$ cat src/rtl/mmu_bank_map.sv
module mmu_bank_map #(
  parameter logic [7:0] CFG_RST = 8'h3C,
  parameter logic [7:0] ZP_RST  = 8'h00,
  parameter logic [7:0] SP_RST  = 8'h01
) (
  input  logic        clk,
  input  logic        rst_n,
  input  logic [15:0] cpu_addr,
  input  logic [7:0]  cpu_wdata,
  input  logic        cpu_we,
  output logic [7:0]  cpu_rdata,
  output logic        reg_sel,
  output logic        ram_en,
  output logic        ram_bank,
  output logic [15:0] ram_addr,
  output logic        rom_lo_en,
  output logic        rom_mid_en,
  output logic        rom_hi_en,
  output logic        io_en,
  input  logic [13:0] vid_addr,
  output logic        vid_bank,
  output logic [15:0] vid_ram_addr
);
  localparam logic [7:0] TOP_PAGE = 8'hFF;
  localparam int         NREG     = 5;

  logic [7:0] cfg_q, shr_q, zp_q, sp_q, vid_q;
  logic [7:0] pg, tpg, bot_lim, top_base;
  logic       shared;

  function automatic logic [7:0] size_pages(input logic [1:0] sz);
    case (sz)
      2'd0:    return 8'd4;
      2'd1:    return 8'd16;
      2'd2:    return 8'd32;
      default: return 8'd64;
    endcase
  endfunction

  assign reg_sel = (cpu_addr[15:8] == TOP_PAGE) && (cpu_addr[7:0] < 8'(NREG));

  always_ff @(posedge clk or negedge rst_n) begin
    if (!rst_n) begin
      cfg_q <= CFG_RST;
      shr_q <= 8'h00;
      zp_q  <= ZP_RST;
      sp_q  <= SP_RST;
      vid_q <= 8'h00;
    end else if (cpu_we && reg_sel) begin
      case (cpu_addr[2:0])
        3'd0:    cfg_q <= cpu_wdata;
        3'd1:    shr_q <= cpu_wdata;
        3'd2:    zp_q  <= cpu_wdata;
        3'd3:    sp_q  <= cpu_wdata;
        default: vid_q <= cpu_wdata;
      endcase
    end
  end

  always_comb begin
    cpu_rdata = 8'h00;
    if (reg_sel)
      case (cpu_addr[2:0])
        3'd0:    cpu_rdata = cfg_q;
        3'd1:    cpu_rdata = shr_q;
        3'd2:    cpu_rdata = zp_q;
        3'd3:    cpu_rdata = sp_q;
        default: cpu_rdata = vid_q;
      endcase
  end

  assign pg = cpu_addr[15:8];
  always_comb begin
    if (pg == 8'h00)      tpg = zp_q;
    else if (pg == zp_q)  tpg = 8'h00;
    else if (pg == 8'h01) tpg = sp_q;
    else if (pg == sp_q)  tpg = 8'h01;
    else                  tpg = pg;
  end
  assign ram_addr = {tpg, cpu_addr[7:0]};

  assign bot_lim  = shr_q[4] ? size_pages(shr_q[1:0]) : 8'd4;
  assign top_base = shr_q[5] ? 8'(9'd256 - {1'b0, size_pages(shr_q[3:2])}) : TOP_PAGE;
  assign shared   = (tpg < bot_lim) || (tpg >= top_base);
  assign ram_bank = cfg_q[0] ^ shared;

  assign io_en      = !reg_sel && cfg_q[2] && (cpu_addr[15:12] == 4'hD);
  assign rom_lo_en  = !reg_sel && cfg_q[3] && (cpu_addr[15:14] == 2'b01);
  assign rom_mid_en = !reg_sel && cfg_q[4] && (cpu_addr[15:14] == 2'b10);
  assign rom_hi_en  = !reg_sel && !io_en && cfg_q[5] && (cpu_addr[15:14] == 2'b11)
                      && (pg != TOP_PAGE);
  assign ram_en     = !(reg_sel || io_en || rom_lo_en || rom_mid_en || rom_hi_en);

  assign vid_bank     = vid_q[0];
  assign vid_ram_addr = {vid_q[3:2], vid_addr};
endmodule


$ cat config.mk
export PLATFORM = sky130hd
export DESIGN_NAME = mmu_bank_map
export DESIGN_NICKNAME = d
export VERILOG_FILES = /design/src/rtl/mmu_bank_map.sv
export SDC_FILE = /design/constraint.sdc
export NUM_CORES = 1
export LEC_CHECK = 0
export BUFFER_PORTS_ARGS = -buffer_cell sky130_fd_sc_hd__buf_2
export CAP_MARGIN = 20
export CORE_MARGIN = 5
export CORE_UTILIZATION = 45
export CTS_BUF_LIST = sky130_fd_sc_hd__clkbuf_2
export CTS_CLUSTER_SIZE = 20
export DETAILED_ROUTE_END_ITERATION = 7
export PLACE_DENSITY = 0.72
export SLEW_MARGIN = 20
export SYNTH_ARGS = -nofsm -noshare
export SYNTH_HDL_FRONTEND = slang
export SYNTH_SLANG_ARGS = --single-unit
$ cat constraint.sdc
create_clock -name clk -period 9.8 [get_ports clk]
set_clock_uncertainty 0.2 [all_clocks]
set_input_delay 0.98 -clock clk [delete_from_list [all_inputs] [get_ports clk]]
set_output_delay 0.98 -clock clk [all_outputs]
set_load 0.005 [all_outputs]
==> flow_summary_export.csv, run 1 <==
group,metric,value,unit
global_routing,grt_pass1_wl,11250,microns
floorplan,chipWidth,89.38,microns
setup_path,end_kind,"output port",
clock_tree,cts-root-buf,"clkbuf_2",
floorplan,coreArea,0.006241,sq mm
detailed_routing,viasPerCell,5.817,
final_layout,syn_to_final_growth,7.899,%
timing,rsz0062_at_grt,"false",
setup_path,critPathTopFamily,"simple AND/OR/NAND/NOR gates",
setup_path,cp.arrival,4060,ps
yosys,synth_seq_cells,40,
floorplan,die_y,89.38,microns
detailed_routing,dr.pass1.iters,4,
detailed_routing,drt-total-wl,7050,microns
floorplan,num_io_pins,89,
yosys,yosys.area.top_type,"dfrtp_1",
setup_path,critPathBufInv,2,
timing,slew_violations,0,
power,swShare,28.23,%
status,outcome,"finished clean",
yosys,synth_top_cells_by_area,"dfrtp_1 (31%), mux2_1 (12%), buf_4 (6.6%)",
place,detailed_place_hpwl,5409,microns
final_layout,nFillCells,595,
setup_path,start_kind,"input port",
power,p_clk_share,25.3,%
detailed_routing,drcViolationCount,0,
power,pwr-share-seq,60.2,%
detailed_routing,via_count,2158,
final_layout,diodes,0,
timing,min_period,5243,ps
floorplan,row_count,29,
timing,worstMarginPinSlew,892.1,ps
yosys,syn_area,0.002835,sq mm
yosys,netlist.area_leader.share,30.89,%
yosys,synth_cells,258,
clock_tree,post_cts_buffers,0,
power,internal-power,197.4,uW
setup_path,max_stage_delay,610,ps
setup_path,cp.required,8620,ps
yosys,synth-edff-count,0,
timing,hold_viol,0,
clock_tree,worstSkewPairLatency,400,ps
final_layout,final_area,0.003059,sq mm
final_layout,multi_input_area,0.001599,sq mm
clock_tree,cts_tree,"done",
global_routing,grt_pass1_vias,2136,
timing,setup_violations,0,
global_routing,grt_max_degree,41,
detailed_routing,antenna_left,0,
final_layout,drive_gt1_share,32.31,%
power,p_per_area,89.89,mW/mm^2
clock_tree,ctsResizeCount,0,
yosys,synth.distinct_cells,45,
clock_tree,cts.sinks,40,
yosys,syn-mean-instance-area,10.99,sq um
place,io_buffers,60,
place,gp_congestion,0.9855,
setup_path,cp_max_fo,8,
min_path,hold_class,"reg -> reg",
floorplan,die_area,0.007988,sq mm
detailed_routing,drtIter0Drc,199,
clock_tree,clk_pin_slew,220,ps
final_layout,post-route-util,49.02,%
final_layout,seq_area,0.001007,sq mm
timing,period_share,53.50,%
yosys,yosysWarnings,0,
place,placed_area,0.003022,sq mm
timing,timing.slew.headroom,40.52,%
setup_path,crit_type,"in -> out",
setup_path,crit_chain,"buf_2 > or4_1 > or4_1 > o21ai_1 > nand2_1 > a22oi_1 > ha_1 > nand2b_1 > a21o_1 > a211oi_1 > o31ai_1 > a41oi_2 > xnor2_1 > buf_2",
global_routing,antenna_found_initial,0,
power,switchingPower,77.62,uW
clock_tree,htreeDepth,2,
global_routing,overflow,0,
job,maxCapViolCount,0,
global_routing,grt_util_all_layers,18.95,%
yosys,ys.flop_type,"dfrtp_1",
timing,timing.fmax,0.1907,GHz
yosys,synth_async_sr_flop_share,100.0,%
setup_path,crit_slowest_cell,"or4_1",
detailed_routing,wl_per_cell,19.00,microns
power,p_leak,1.510,nW
clock_tree,cts_buffers,5,
timing,setup_tns,0,ps
clock_tree,cts_buffer_depth,2,
final_layout,final_net_count,346,
power,peakVddDrop,0.08022,mV
power,pwr-share-comb,14.5,%
floorplan,start_util,45.43,%
yosys,ys_seq_area_share,35.53,%
clock_tree,postCtsHoldBufs,0,
[cell usage after synthesis (all sizes together), types with 3 or more instances]
| master | instances |
|---|---|
| dfrtp | 35 |
| o21ai | 4 |
| a211oi | 3 |
| nand2 | 14 |
| ha | 11 |
| a21o | 4 |
| nor2 | 18 |
| o2bb2ai | 4 |
| nand3 | 5 |
| mux4 | 8 |
| mux2i | 8 |
| a2bb2oi | 4 |
| xnor2 | 17 |
| nand4 | 6 |
| nand3b | 5 |
| buf | 28 |
| and3 | 5 |
| or4 | 3 |
| mux2 | 40 |
| inv | 5 |
| dfstp | 5 |
| nor3 | 3 |
| clkbuf | 4 |
[registers in the layout, indices dropped and copies added, names as in the netlist]
name,cells
shr_q,8
vid_q,8
zp_q,8
cfg_q,8
sp_q,8
[power groups by stage]
| stage | clock network [mW] | logic, mW | registers [mW] |
|---|---|---|---|
| CTS | 0.0727 | 0.0403 | 0.166 |
| global route | 0.0791 | 0.0448 | 0.166 |
| detailed placement | 0 | 0.0400 | 0.168 |
| floorplan | 0 | 0.0266 | 0.168 |
| finish | 0.0696 | 0.0399 | 0.166 |
| global placement | 0 | 0.0397 | 0.168 |
[layout make-up]
type,instances,share of cell area (%)
Multi-Input combinational cell,182,52.27
Sequential cell,40,32.92
Timing Repair Buffer,60,9.816
Tap cell,77,3.149
Clock buffer,5,0.8180
Inverter,5,0.6135
Clock inverter,2,0.4090
[cells in the final DEF (no fill, tap or decap), types with 5 or more instances in the layout]
cell	Yosys	routed
and3_1	5	5
buf_2	0	60
clkbuf_2	0	5
dfrtp_1	35	35
dfstp_2	5	5
ha_1	11	11
inv_1	5	5
mux2_1	31	31
mux2_2	9	9
mux2i_1	8	8
mux4_2	8	8
nand2_1	14	14
nand3_1	5	5
nand3b_1	5	5
nand4_1	6	6
nor2_1	17	17
xnor2_1	17	17
[layer usage]
layer | track usage [%] | share of wire, %
met4 | 7.307 | 2.3
met1 | 24.67 | 42
met5 | 0 | 0
met3 | 4.424 | 8.6
met2 | 30.61 | 47
[path summary, 6_finish.rpt]
path                         startpoint        to  slack (ps)  cells past startpoint
setup reg to reg                zp_q[2]   zp_q[2]        8710                      1
hold / removal                 cfg_q[1]  cfg_q[1]         330                      1
min in group asynchronous         rst_n   zp_q[1]         470                      1
setup / recovery           cpu_addr[11]  ram_bank        4560                     14
hold reg to reg                cfg_q[1]  cfg_q[1]         330                      1
max in group asynchronous         rst_n  shr_q[2]        8360                      1
[metrics by stage]
step | worst slack [ps] | hold WS [ps] | std cells | power (mW)
after floorplan | 5058 | 259.4 | 259 | 0.1949
after global placement | 4624 | 269.1 | 364 | 0.2080
after detailed placement | 4573 | 284.0 | 364 | 0.2083
after CTS | 4563 | 327.7 | 371 | 0.2786
after global routing | 4392 | 348.7 | 371 | 0.2895
final | 4557 | 326.5 | 371 | 0.2750
[cells by family after synthesis]
kind of cell             count (synthesis)  synth area share, %
AO/OA/AOI/OAI                           29                8.208
multiplexers                            56                25.07
adder cells (fa/ha/maj)                 11                4.854
AND/OR/NAND/NOR                         67                12.75
XOR/XNOR                                17                5.251
other                                    1               0.1323
buffers and inverters                   37                8.208
flip-flops                              40                35.53
(Power assumes the default switching activity.)
==> run 2, diff against run 1 <==
- PLACE_DENSITY: 0.72 -> 0.75
- clock period: 9.8 -> 4.55 ns (I/O delays scaled with it)
==> flow_summary_export.csv, run 2 (synthesized netlist as in run 1, its figures left out) <==
group,metric,value,unit
status,outcome,"finished clean",
clock_tree,cts_buffers,5,
power,p_leak,1.520,nW
clock_tree,clk_pin_slew,200,ps
setup_path,start_kind,"input port",
setup_path,crit_chain,"buf_2 > or4_1 > or4_1 > o21ai_1 > nand2_1 > a22oi_1 > ha_1 > nand2b_1 > a21o_1 > a211oi_1 > o31ai_1 > a41oi_2 > xnor2_1 > buf_2",
floorplan,num_io_pins,89,
clock_tree,cts_buffer_depth,2,
power,pwr-share-seq,60.3,%
place,gp_congestion,0.9480,
power,p_per_area,192.4,mW/mm^2
global_routing,grt_util_all_layers,18.75,%
place,dpl_worst_slack,351.1,ps
global_routing,grt_pass1_wl,11190,microns
timing,setup_tns,0,ps
power,peakVddDrop,0.1191,mV
clock_tree,cts-root-buf,"clkbuf_2",
final_layout,diodes,0,
final_layout,final_cell_mix,"buf_2 (60), dfrtp_1 (35), mux2_1 (31)",
setup_path,max_stage_delay,600,ps
setup_path,cp_max_fo,8,
detailed_routing,wl_per_cell,18.76,microns
global_routing,overflow,0,
final_layout,syn_to_final_growth,8.296,%
final_layout,final_area,0.003070,sq mm
min_path,hold_class,"in -> reg",
detailed_routing,drt-total-wl,6998,microns
setup_path,cp.arrival,3520,ps
final_layout,layout_commonest_cell,"buf_2",
clock_tree,post_cts_buffers,0,
floorplan,start_util,45.43,%
final_layout,fin_cells,373,
global_routing,grt_max_degree,41,
setup_path,critPathBufInv,2,
detailed_routing,via_count,2142,
final_layout,final_net_count,347,
setup_path,end_kind,"output port",
place,detailed_place_hpwl,5400,microns
floorplan,row_count,29,
clock_tree,cts.sinks,40,
global_routing,antenna_found_initial,0,
place,dp_cells,364,
clock_tree,cts_tree,"done",
clock_tree,worstSkewPairLatency,380,ps
timing,worstMarginPinSlew,901.5,ps
detailed_routing,dr.pass1.iters,4,
power,internal-power,425.9,uW
timing,slew_violations,0,
timing,timing.fmax,0.2396,GHz
floorplan,coreArea,0.006241,sq mm
job,maxCapViolCount,0,
setup_path,cp.required,3890,ps
timing,hold_viol,0,
timing,timing.slew.headroom,39.90,%
place,io_buffers,60,
power,pwr-share-comb,14.5,%
power,swShare,27.90,%
floorplan,die_area,0.007988,sq mm
clock_tree,htreeDepth,2,
timing,min_period,4173,ps
final_layout,drive_gt1_share,32.09,%
timing,rsz0062_at_grt,"false",
detailed_routing,drtIter0Drc,186,
power,switchingPower,164.8,uW
timing,period_share,91.71,%
place,placed_area,0.003022,sq mm
timing,timing.hold.ws,109.4,ps
setup_path,crit_type,"in -> out",
final_layout,nFillCells,597,
detailed_routing,viasPerCell,5.743,
timing,setup_violations,0,
floorplan,chipWidth,89.38,microns
setup_path,critPathTopFamily,"simple AND/OR/NAND/NOR gates",
setup_path,crit_slowest_cell,"or4_1",
power,p_clk_share,25.1,%
timing,fin_ws,377.0,ps
detailed_routing,antenna_left,0,
global_routing,grt_pass1_vias,2134,
detailed_routing,drcViolationCount,0,
floorplan,die_y,89.38,microns
-- run 2: changes by cell type in the layout (fill, tap and decap cells not counted), sizes merged --
cell         delta
clkinv          +2
clkinvlp        -1
dlygate4sd3     +1
-- run 2: layout make-up --
cell class              count  area [sq um]  area share [%]
well taps                  77         96.34           3.138
clock inverters             3         13.76          0.4482
inverters                   5         18.77          0.6112
clock buffers               5         25.02          0.8150
flip-flops and latches     40          1007           32.80
repair buffers             61         310.3           10.11
multi-input cells         182          1599           52.08
-- run 2: power by group through the flow --
stage / registers, mW / clock network [mW] / logic [mW]
floorplan: 0.363 / 0 / 0.0572
global placement: 0.363 / 0 / 0.0849
detailed placement: 0.363 / 0 / 0.0856
CTS: 0.357 / 0.154 / 0.0865
global route: 0.357 / 0.170 / 0.0952
finish: 0.356 / 0.148 / 0.0858
-- run 2: final timing paths --
check	slack, ps	endpoint	from	cells past startpoint
worst min register to register	320	cfg_q[1]	cfg_q[1]	1
worst max register to register	3450	zp_q[3]	zp_q[3]	1
worst min-delay path	110	sp_q[7]	cpu_wdata[7]	2
worst max-delay path	380	ram_bank	cpu_addr[11]	14
max in group asynchronous	3090	vid_q[3]	rst_n	2
min in group asynchronous	490	zp_q[4]	rst_n	2
-- run 2: what timing repair did --
action                    in CTS  in global routing
resized for setup              0                  0
hold endpoints to repair      35                  0
hold buffers                   1                  0
-- run 2: per-stage QoR --
step	power, mW	util (%)
finish	0.5908	49.20
global route	0.6221	49.20
CTS	0.5974	49.20
detailed placement	0.4482	48.42
global placement	0.4474	48.42
floorplan	0.4198	-
-- run 2: metal layers --
metal  track usage [%]  vias up  part of all wire, %
met5                 0        -                    0
met4             5.277        0                  1.6
met3             3.963       14                  7.3
met2             31.41       84                   48
met1             24.51     1052                   43
li1                  -      992                    -
